### config.mk
export PLATFORM = sky130hd
export DESIGN_NAME = msg_block_sequencer
export DESIGN_NICKNAME = d
export VERILOG_FILES = /design/src/rtl/seq_pkg.sv /design/src/rtl/seq_lane_buffer.sv /design/src/rtl/seq_chain_store.sv /design/src/rtl/seq_ctrl.sv /design/src/rtl/msg_block_sequencer.sv
export SDC_FILE = /design/constraint.sdc
export NUM_CORES = 2
export LEC_CHECK = 0
export BUFFER_PORTS_ARGS = -buffer_cell sky130_fd_sc_hd__buf_2
export CAP_MARGIN = 10
export CORE_AREA = 2 2 511 513
export DETAILED_ROUTE_END_ITERATION = 12
export DIE_AREA = 0 0 513 515
export GPL_ROUTABILITY_DRIVEN = 0
export PLACE_DENSITY = 0.33
export SYNTH_ARGS = -nofsm -noshare
export SYNTH_HDL_FRONTEND = slang
export SYNTH_SLANG_ARGS = --single-unit
### constraint.sdc
create_clock -name clk -period 4.4 [get_ports clk]
set_clock_uncertainty 0.1 [all_clocks]
set_input_delay 0.44 -clock clk [delete_from_list [all_inputs] [get_ports clk]]
set_output_delay 0.44 -clock clk [all_outputs]
set_load 0.005 [all_outputs]
### src/rtl/seq_pkg.sv
package seq_pkg;
  typedef enum logic [1:0] {
    ST_IDLE = 2'd0,
    ST_LOAD = 2'd1,
    ST_HASH = 2'd2,
    ST_DONE = 2'd3
  } seq_state_e;
endpackage

### src/rtl/seq_lane_buffer.sv
// Byte lanes of the block register; lane 0 is the most significant byte.
module seq_lane_buffer #(
  parameter int BYTE_W = 8,
  parameter int NBYTES = 64,
  parameter int IDX_W  = 7,
  localparam int BLK_W = BYTE_W * NBYTES
) (
  input  logic              clk,
  input  logic              rst,
  input  logic              wr_en,
  input  logic              clear_rest,
  input  logic [IDX_W-1:0]  lane_idx,
  input  logic [BYTE_W-1:0] wr_byte,
  output logic [BLK_W-1:0]  block
);
  logic [BYTE_W-1:0] lane_q [NBYTES];

  for (genvar i = 0; i < NBYTES; i++) begin : g_lane
    always_ff @(posedge clk) begin
      if (rst) begin
        lane_q[i] <= '0;
      end else if (wr_en) begin
        if (lane_idx == IDX_W'(i)) lane_q[i] <= wr_byte;
        else if (clear_rest)       lane_q[i] <= '0;
      end
    end
    assign block[BLK_W-1-i*BYTE_W -: BYTE_W] = lane_q[i];
  end
endmodule

### src/rtl/seq_chain_store.sv
// Chaining state, first-block flag and final digest.
module seq_chain_store #(
  parameter int STATE_W = 256,
  parameter logic [STATE_W-1:0] IV = '0
) (
  input  logic               clk,
  input  logic               rst,
  input  logic               msg_begin,
  input  logic               blk_done,
  input  logic               msg_end,
  input  logic [STATE_W-1:0] eng_hash,
  output logic [STATE_W-1:0] chain,
  output logic               first_run,
  output logic [STATE_W-1:0] digest
);
  always_ff @(posedge clk) begin
    if (rst) begin
      chain     <= IV;
      first_run <= 1'b1;
      digest    <= '0;
    end else if (msg_begin) begin
      chain     <= IV;
      first_run <= 1'b1;
    end else if (blk_done) begin
      chain     <= eng_hash;
      first_run <= 1'b0;
      if (msg_end) digest <= eng_hash;
    end
  end

  // a first block always carries the initial value
  p_first_uses_iv_r6: assert property (@(posedge clk) disable iff (rst)
    first_run |-> (chain == IV));
endmodule

### src/rtl/seq_ctrl.sv
// Load / hash / done sequencing and input throttling.
module seq_ctrl
  import seq_pkg::*;
#(
  parameter int NBYTES = 64,
  parameter int CNT_W  = 7
) (
  input  logic             clk,
  input  logic             rst,
  input  logic             in_valid,
  input  logic             in_first,
  input  logic             in_last,
  input  logic             eng_ready,
  output logic             in_ready,
  output logic             eng_start,
  output logic             done,
  output logic             err,
  output logic             acc,
  output logic             acc_first,
  output logic             blk_begin,
  output logic [CNT_W-1:0] lane_idx,
  output logic             blk_done,
  output logic             msg_end
);
  seq_state_e       st;
  logic [CNT_W-1:0] cnt, nxt;
  logic             last_seen, full, close, short_last;

  assign acc        = in_valid & in_ready & (in_first | (st == ST_LOAD));
  assign acc_first  = acc & in_first;
  assign lane_idx   = in_first ? '0 : cnt;
  assign blk_begin  = in_first | (cnt == '0);
  assign nxt        = lane_idx + 1'b1;
  assign full       = (nxt == CNT_W'(NBYTES));
  assign close      = acc & (full | in_last);
  assign short_last = close & in_last & ~full;
  assign blk_done   = (st == ST_HASH) & ~eng_start & eng_ready;
  assign msg_end    = blk_done & last_seen;

  always_ff @(posedge clk) begin
    if (rst) begin
      st        <= ST_IDLE;
      cnt       <= '0;
      in_ready  <= 1'b1;
      eng_start <= 1'b0;
      done      <= 1'b0;
      err       <= 1'b0;
      last_seen <= 1'b0;
    end else begin
      eng_start <= 1'b0;
      if (acc) begin
        cnt <= close ? '0 : nxt;
        st  <= close ? ST_HASH : ST_LOAD;
        if (close) begin
          in_ready  <= 1'b0;
          eng_start <= 1'b1;
          last_seen <= in_last;
        end
        if (acc_first) begin
          done <= 1'b0;
          err  <= short_last;
        end else if (short_last) begin
          err <= 1'b1;
        end
      end else if (blk_done) begin
        in_ready <= 1'b1;
        st       <= last_seen ? ST_DONE : ST_LOAD;
        if (last_seen) done <= 1'b1;
      end
    end
  end

  // engine request lasts one cycle
  p_start_pulse_r4: assert property (@(posedge clk) disable iff (rst)
    eng_start |=> !eng_start);
  // no input accepted while the engine owns the block
  p_hash_blocks_input_r5: assert property (@(posedge clk) disable iff (rst)
    (st == ST_HASH) |-> !in_ready);
  // done holds until a new message starts
  p_done_hold_r7: assert property (@(posedge clk) disable iff (rst)
    (done && !acc_first) |=> done);
  // malformed flag only seen with a message in flight or finished
  p_err_scope_r9: assert property (@(posedge clk) disable iff (rst)
    err |-> (done || st == ST_HASH));
endmodule

### src/rtl/msg_block_sequencer.sv
module msg_block_sequencer #(
  parameter int BYTE_W      = 8,
  parameter int BLOCK_BYTES = 64,
  parameter int STATE_W     = 256,
  parameter logic [STATE_W-1:0] IV =
    256'h6a09e667bb67ae853c6ef372a54ff53a510e527f9b05688c1f83d9ab5be0cd19,
  localparam int BLK_W = BYTE_W * BLOCK_BYTES,
  localparam int CNT_W = $clog2(BLOCK_BYTES + 1)
) (
  input  logic               clk,
  input  logic               rst,
  input  logic [BYTE_W-1:0]  in_byte,
  input  logic               in_valid,
  input  logic               in_first,
  input  logic               in_last,
  output logic               in_ready,
  output logic               done,
  output logic               malformed,
  output logic [STATE_W-1:0] digest,
  output logic [BLK_W-1:0]   eng_block,
  output logic               eng_start,
  output logic               eng_first_run,
  output logic [STATE_W-1:0] eng_chain,
  input  logic               eng_ready,
  input  logic [STATE_W-1:0] eng_hash
);
  logic             acc, acc_first, blk_begin, blk_done, msg_end;
  logic [CNT_W-1:0] lane_idx;

  seq_ctrl #(.NBYTES(BLOCK_BYTES), .CNT_W(CNT_W)) u_ctrl (
    .clk(clk), .rst(rst), .in_valid(in_valid), .in_first(in_first),
    .in_last(in_last), .eng_ready(eng_ready), .in_ready(in_ready),
    .eng_start(eng_start), .done(done), .err(malformed), .acc(acc),
    .acc_first(acc_first), .blk_begin(blk_begin), .lane_idx(lane_idx),
    .blk_done(blk_done), .msg_end(msg_end)
  );

  seq_lane_buffer #(.BYTE_W(BYTE_W), .NBYTES(BLOCK_BYTES), .IDX_W(CNT_W)) u_lanes (
    .clk(clk), .rst(rst), .wr_en(acc), .clear_rest(blk_begin),
    .lane_idx(lane_idx), .wr_byte(in_byte), .block(eng_block)
  );

  seq_chain_store #(.STATE_W(STATE_W), .IV(IV)) u_chain (
    .clk(clk), .rst(rst), .msg_begin(acc_first), .blk_done(blk_done),
    .msg_end(msg_end), .eng_hash(eng_hash), .chain(eng_chain),
    .first_run(eng_first_run), .digest(digest)
  );

  // digest is frozen while done stays up
  p_digest_stable_r7: assert property (@(posedge clk) disable iff (rst)
    (done && !acc_first) |=> $stable(digest));
  // bytes offered during hashing never reach the block
  p_block_frozen_r5: assert property (@(posedge clk) disable iff (rst)
    !in_ready |=> $stable(eng_block));
endmodule

Yosys cells after proc, flatten, opt, wreduce, memory -nomap -nowiden
Memory sizes are Yosys's and may differ from the RTL's.
Index checks and enable logic that the tools add are counted.
- $add $sub $neg: 1
- $mul: 0
- divide/modulo/power cells: 0
- order comparisons: 0
- equality and inequality tests: 68
- shift-type cells: 0
- muxes and demuxes: 659
- bitwise gates (word level): 144
- reduce and logical (&&, ||, !) cells: 12
- operators with widths (cell ; count):
    $mux W8 ; 128
    $mux W1 ; 525
    $eq A7 B6 Y1 const B ; 32
    $or A1 B1 Y1 ; 131
    $eq A7 B5 Y1 const B ; 16
    $eq A7 B4 Y1 const B ; 8
    $eq A7 B3 Y1 const B ; 4
    $eq A7 B2 Y1 const B ; 2
    $logic_not A7 Y1 ; 2
    $mux W7 ; 2
    $and A1 B1 Y1 ; 9
    $mux W2 ; 4
    $add A7 B1 Y7 const B ; 1
    $eq A7 B1 Y1 const B ; 1
    $eq A7 B7 Y1 const B ; 1
    $reduce_and A2 Y1 ; 3
    $reduce_and A3 Y1 ; 2
    $reduce_bool A2 Y1 ; 3
    $ne A2 B2 Y1 const B ; 2
    $not A1 Y1 ; 4
    $reduce_or A2 Y1 ; 2
    $eq A2 B1 Y1 const B ; 1
    $eq A2 B2 Y1 const B ; 1
- bits in registers: 527
- bits in latches: 0
- bits in writable memories: 512
- ROM bits: 0
- input bits: 270
- output and inout bits: 1029
- word-level logic and storage cells: 895
- memories: 1
- memories (memory ; depth ; bits a word ; rd ports ; clocked after Yosys merged registers in ; wr ports ; line ; text):
    u_lanes.lane_q ; 64 ; 8 ; 64 ; 0 ; 64 ; seq_lane_buffer.sv:16 ; logic [BYTE_W-1:0] lane_q [NBYTES];

Logic depth before layout (Yosys ltp)
- depth in word-level cells: 9
- depth in mapped cells: 9
- mapped depth without buffers: 9

Modules after synthesis
From an unflattened synthesis, not the netlist that was laid out.
- cells, all modules: 3394
- area, all modules: 41763.8 um^2
- modules (own cells, without submodules) (module ; instances ; cells each ; area each (um^2) ; seq. area each (um^2)):
    seq_lane_buffer ; 1 ; 1357 ; 20527.2 ; 15374.7
    seq_chain_store ; 1 ; 1941 ; 20405.8 ; 10269.8
    seq_ctrl ; 1 ; 96 ; 830.8 ; 280.3

Worst setup path before layout
Ideal clock, no wire load.
- kind: input to register
- from: input in_valid
- to: memory u_lanes.lane_q[48][0] (netlist: u_lanes.lane_q[3][0]) (enable)
- library setup time: 384 ps
- arrival: 2224 ps
- data required time: 3916 ps
- path slack: 1692 ps
- stages on the path: 6
- buffers on the path: 2
- path through: nand2_2 or4_4 or2_1 clkbuf_1 clkbuf_1 o21ai_0
- RTL lines (item ; line ; text):
    from (decl) ; msg_block_sequencer.sv:13 ; input logic in_valid,
    to (decl) ; seq_lane_buffer.sv:16 ;

==> results.cfg <==
[status]
status = completed

[logic_synthesis]
synth_seq_cells = 1039
ys_async_sr_fraction_pct = 0
synth.distinct_cells = 50
synth_area_um2 = 37900
synth_edf_count = 512
syn_avg_cell_area_um2 = 10.5
ys_warn_count = 0
ys_seq_area_share_pct = 68.3
synth_nets = 3885
synth_cells = 3611
synthFlopType = dfxtp_1

[clock_network]
cts.clk_slew.worst_paths_ns = 0.06
h-tree-depth = 4
clock_latency_ns = 0.78
clock_sinks = 1039
root_buffer = clkbuf_16
cts_buffers = 134
post_cts_buffers = 0
clockBufferDepth = 3
cts_tree = done

[power_and_ir_drop]
cellPowerDensity_nw_per_um2 = 426
cellLeakagePower_uw = 0.0239
ir_drop_mv = 0.349

[run]
max_cap_viol_count = 0

[worst_setup_path]
cp-start-kind = flop
cp_cell_sequence = nand2b_1 > a21oi_2 > buf_4 > o21ai_2 > buf_4 > o21a_2 > buf_4 > o21ai_0
cp.required_ns = 4.69
cpMaxStageDelayCell = o21a_2
crit_type = flop to flop
path_common_cell = buf_4
arrival_ns = 3.49
critical_path_buf_inv_count = 3
critical-path-top-delay-family = compound AO/OA/AOI/OAI gates
cp_max_fo = 37
worstSetupEndpointType = flop
max_stage_delay_ns = 0.61

[timing]
setup_tns_ns = 0
fin_crit_sh_pct = 72.7
rsz0062_at_grt = no
min_period_ns = 3.20
fmax_mhz = 313
max-slew-margin-rel_pct = 21.8
finalSetupViolations = 0
drv_slew = 0
worstMarginPinSlew_ns = 1.16
hold_violations = 0

[floorplanning]
dieArea_um2 = 264000
start_util_pct = 14.7
coreArea_um2 = 259000
ios = 1299
die_h_um = 515
fp.dieW_um = 513
rows = 187

[finish]
drive_gt1_share_pct = 31.5
mostFrequentLayoutCells = buf_2 (1297), nand2_1 (1053), dfxtp_1 (527)
final_common_cell = buf_2
area_growth_pct = 47.7
layout.nets = 5423
postLayoutCellArea_um2 = 56000

[drt]
num_vias = 32934
drt-total-wl_um = 219000
first_pass_iters = 5
postRouteAntennaNets = 0
wl_per_cell_um = 25.3
drc = 0
vias_per_cell = 3.80
drtIter0Drc = 2068

[hold_path]
hold_class = input port to flop

[placement]
dp_hpwl_um = 164000
place_area_um2 = 48900
port_buffers = 1298

[global_route]
grt_max_degree = 145
antenna_found_initial = 62
grt_overflow = 0
grtUsageTotal_pct = 16.0
grt_pass1_vias = 32742
grt_pass1_wl_um = 293000
[where the power goes]
| group | total [uW] | internal [uW] | switching, uW | leakage (uW) |
|---|---|---|---|---|
| combinational | 1880 | 650 | 1230 | 0.0120 |
| sequential | 10700 | 10500 | 162 | 0.00973 |
| clock | 11300 | 6450 | 4840 | 0.00218 |
| total | 23900 | 17600 | 6230 | 0.0239 |
[final cells by class]
| class | count | area (um^2) |
|---|---|---|
| Timing Repair Buffer | 1681 | 10300 |
| Fill cell | 28538 | 203000 |
| Antenna cell | 15 | 37.5 |
| Clock inverter | 64 | 813 |
| Inverter | 5 | 18.8 |
| Multi-Input combinational cell | 2288 | 11000 |
| Tap cell | 3402 | 4260 |
| Sequential cell | 1039 | 25900 |
| Clock buffer | 180 | 3710 |
[worst min-delay path, cell delays in order]
cell      delay (ns)
buf_2           0.13
nor4bb_4        0.20
nor3_1          0.14
a21oi_1         0.06
[sequential cells by signal (all words and copies together) (netlist names)]
register / count
u_lanes.lane_q: 512
u_chain.chain: 256
u_chain.digest: 256
u_ctrl.cnt: 7
u_ctrl.st: 2
u_chain.first_run: 1
u_ctrl.done: 1
u_ctrl.eng_start: 1
u_ctrl.err: 1
u_ctrl.in_ready: 1
u_ctrl.last_seen: 1
[layer usage]
| metal | up-vias | track usage [%] | share of wire (%) | wire (um) |
|---|---|---|---|---|
| met3 | 261 | 6.00 | 9.1 | 20000 |
| met1 | 16152 | 18.4 | 40 | 86800 |
| met5 | - | 0 | 0.0087 | 19 |
| li1 | 15210 | - | - | - |
| met4 | 4 | 3.00 | 1.8 | 4010 |
| met2 | 1307 | 28.1 | 49 | 109000 |
[cells by family after synthesis]
family | count (synthesis) | share of synthesized area [%]
flops | 1039 | 68.3
fa+ha+maj | 4 | 0.132
compound gates | 468 | 6.31
simple gates | 1814 | 22.2
buf+inv | 284 | 2.94
xor+xnor | 2 | 0.0462
[synthesized netlist by cell type (2+ instances only)]
library cell	instances	area share, %
a211oi_1	2	0.040
nor2_1	52	0.51
buf_2	28	0.37
inv_1	4	0.040
nand2b_1	5	0.082
and2b_2	3	0.069
ha_1	4	0.13
nand3_1	148	2.0
buf_1	19	0.19
o41ai_1	2	0.046
clkbuf_2	4	0.053
nor3_1	7	0.092
o21ai_0	69	0.91
nor3_4	2	0.086
and3_1	195	3.2
nand4_1	2	0.033
nor2_2	4	0.066
and2_1	322	5.3
nor4_1	3	0.049
edfxtp_1	512	41
dfxtp_1	527	28
nor2b_1	7	0.12
a21o_1	3	0.059
clkbuf_1	227	2.2
nand2_1	1054	10
a21oi_1	381	5.0
o21ai_1	2	0.026
[path summary, 6_finish.rpt]
| path | cells after the start | slack (ns) | to | startpoint |
|---|---|---|---|---|
| worst max register to register | 8 | 1.20 | u_lanes.lane_q[1][117] | u_ctrl.st[1] |
| worst max-delay path | 8 | 1.20 | u_lanes.lane_q[1][117] | u_ctrl.st[1] |
| worst min-delay path | 4 | 0.14 | u_ctrl.in_ready | eng_ready |
| worst min register to register | 2 | 0.34 | u_chain.first_run | u_chain.first_run |
[per-stage QoR]
| stage | power [uW] | setup slack, ns | cells | hold slack (ns) | util [%] |
|---|---|---|---|---|---|
| 6_report | 23900 | 1.20 | 8674 | 0.140 | 21.7 |
| 3_5_place_dp | 12600 | 0.789 | 8155 | 0.334 | 18.9 |
| 5_1_grt | 24700 | 0.994 | 8663 | 0.0838 | 21.7 |
| 2_1_floorplan | 11300 | 1.69 | 3611 | 0.339 | - |
| 3_3_place_gp | 12600 | 0.746 | 8151 | 0.330 | 18.9 |
| 4_1_cts | 24300 | 1.17 | 8658 | 0.0462 | 21.7 |
[timing repair]
action | CTS | global route
hold endpoints to repair | 523 | 0
hold buffers | 259 | 0
gates resized for setup | 0 | 0
endpoints found under the setup margin | 0 | 0
Note: power is estimated with default switching activity, not from simulation.
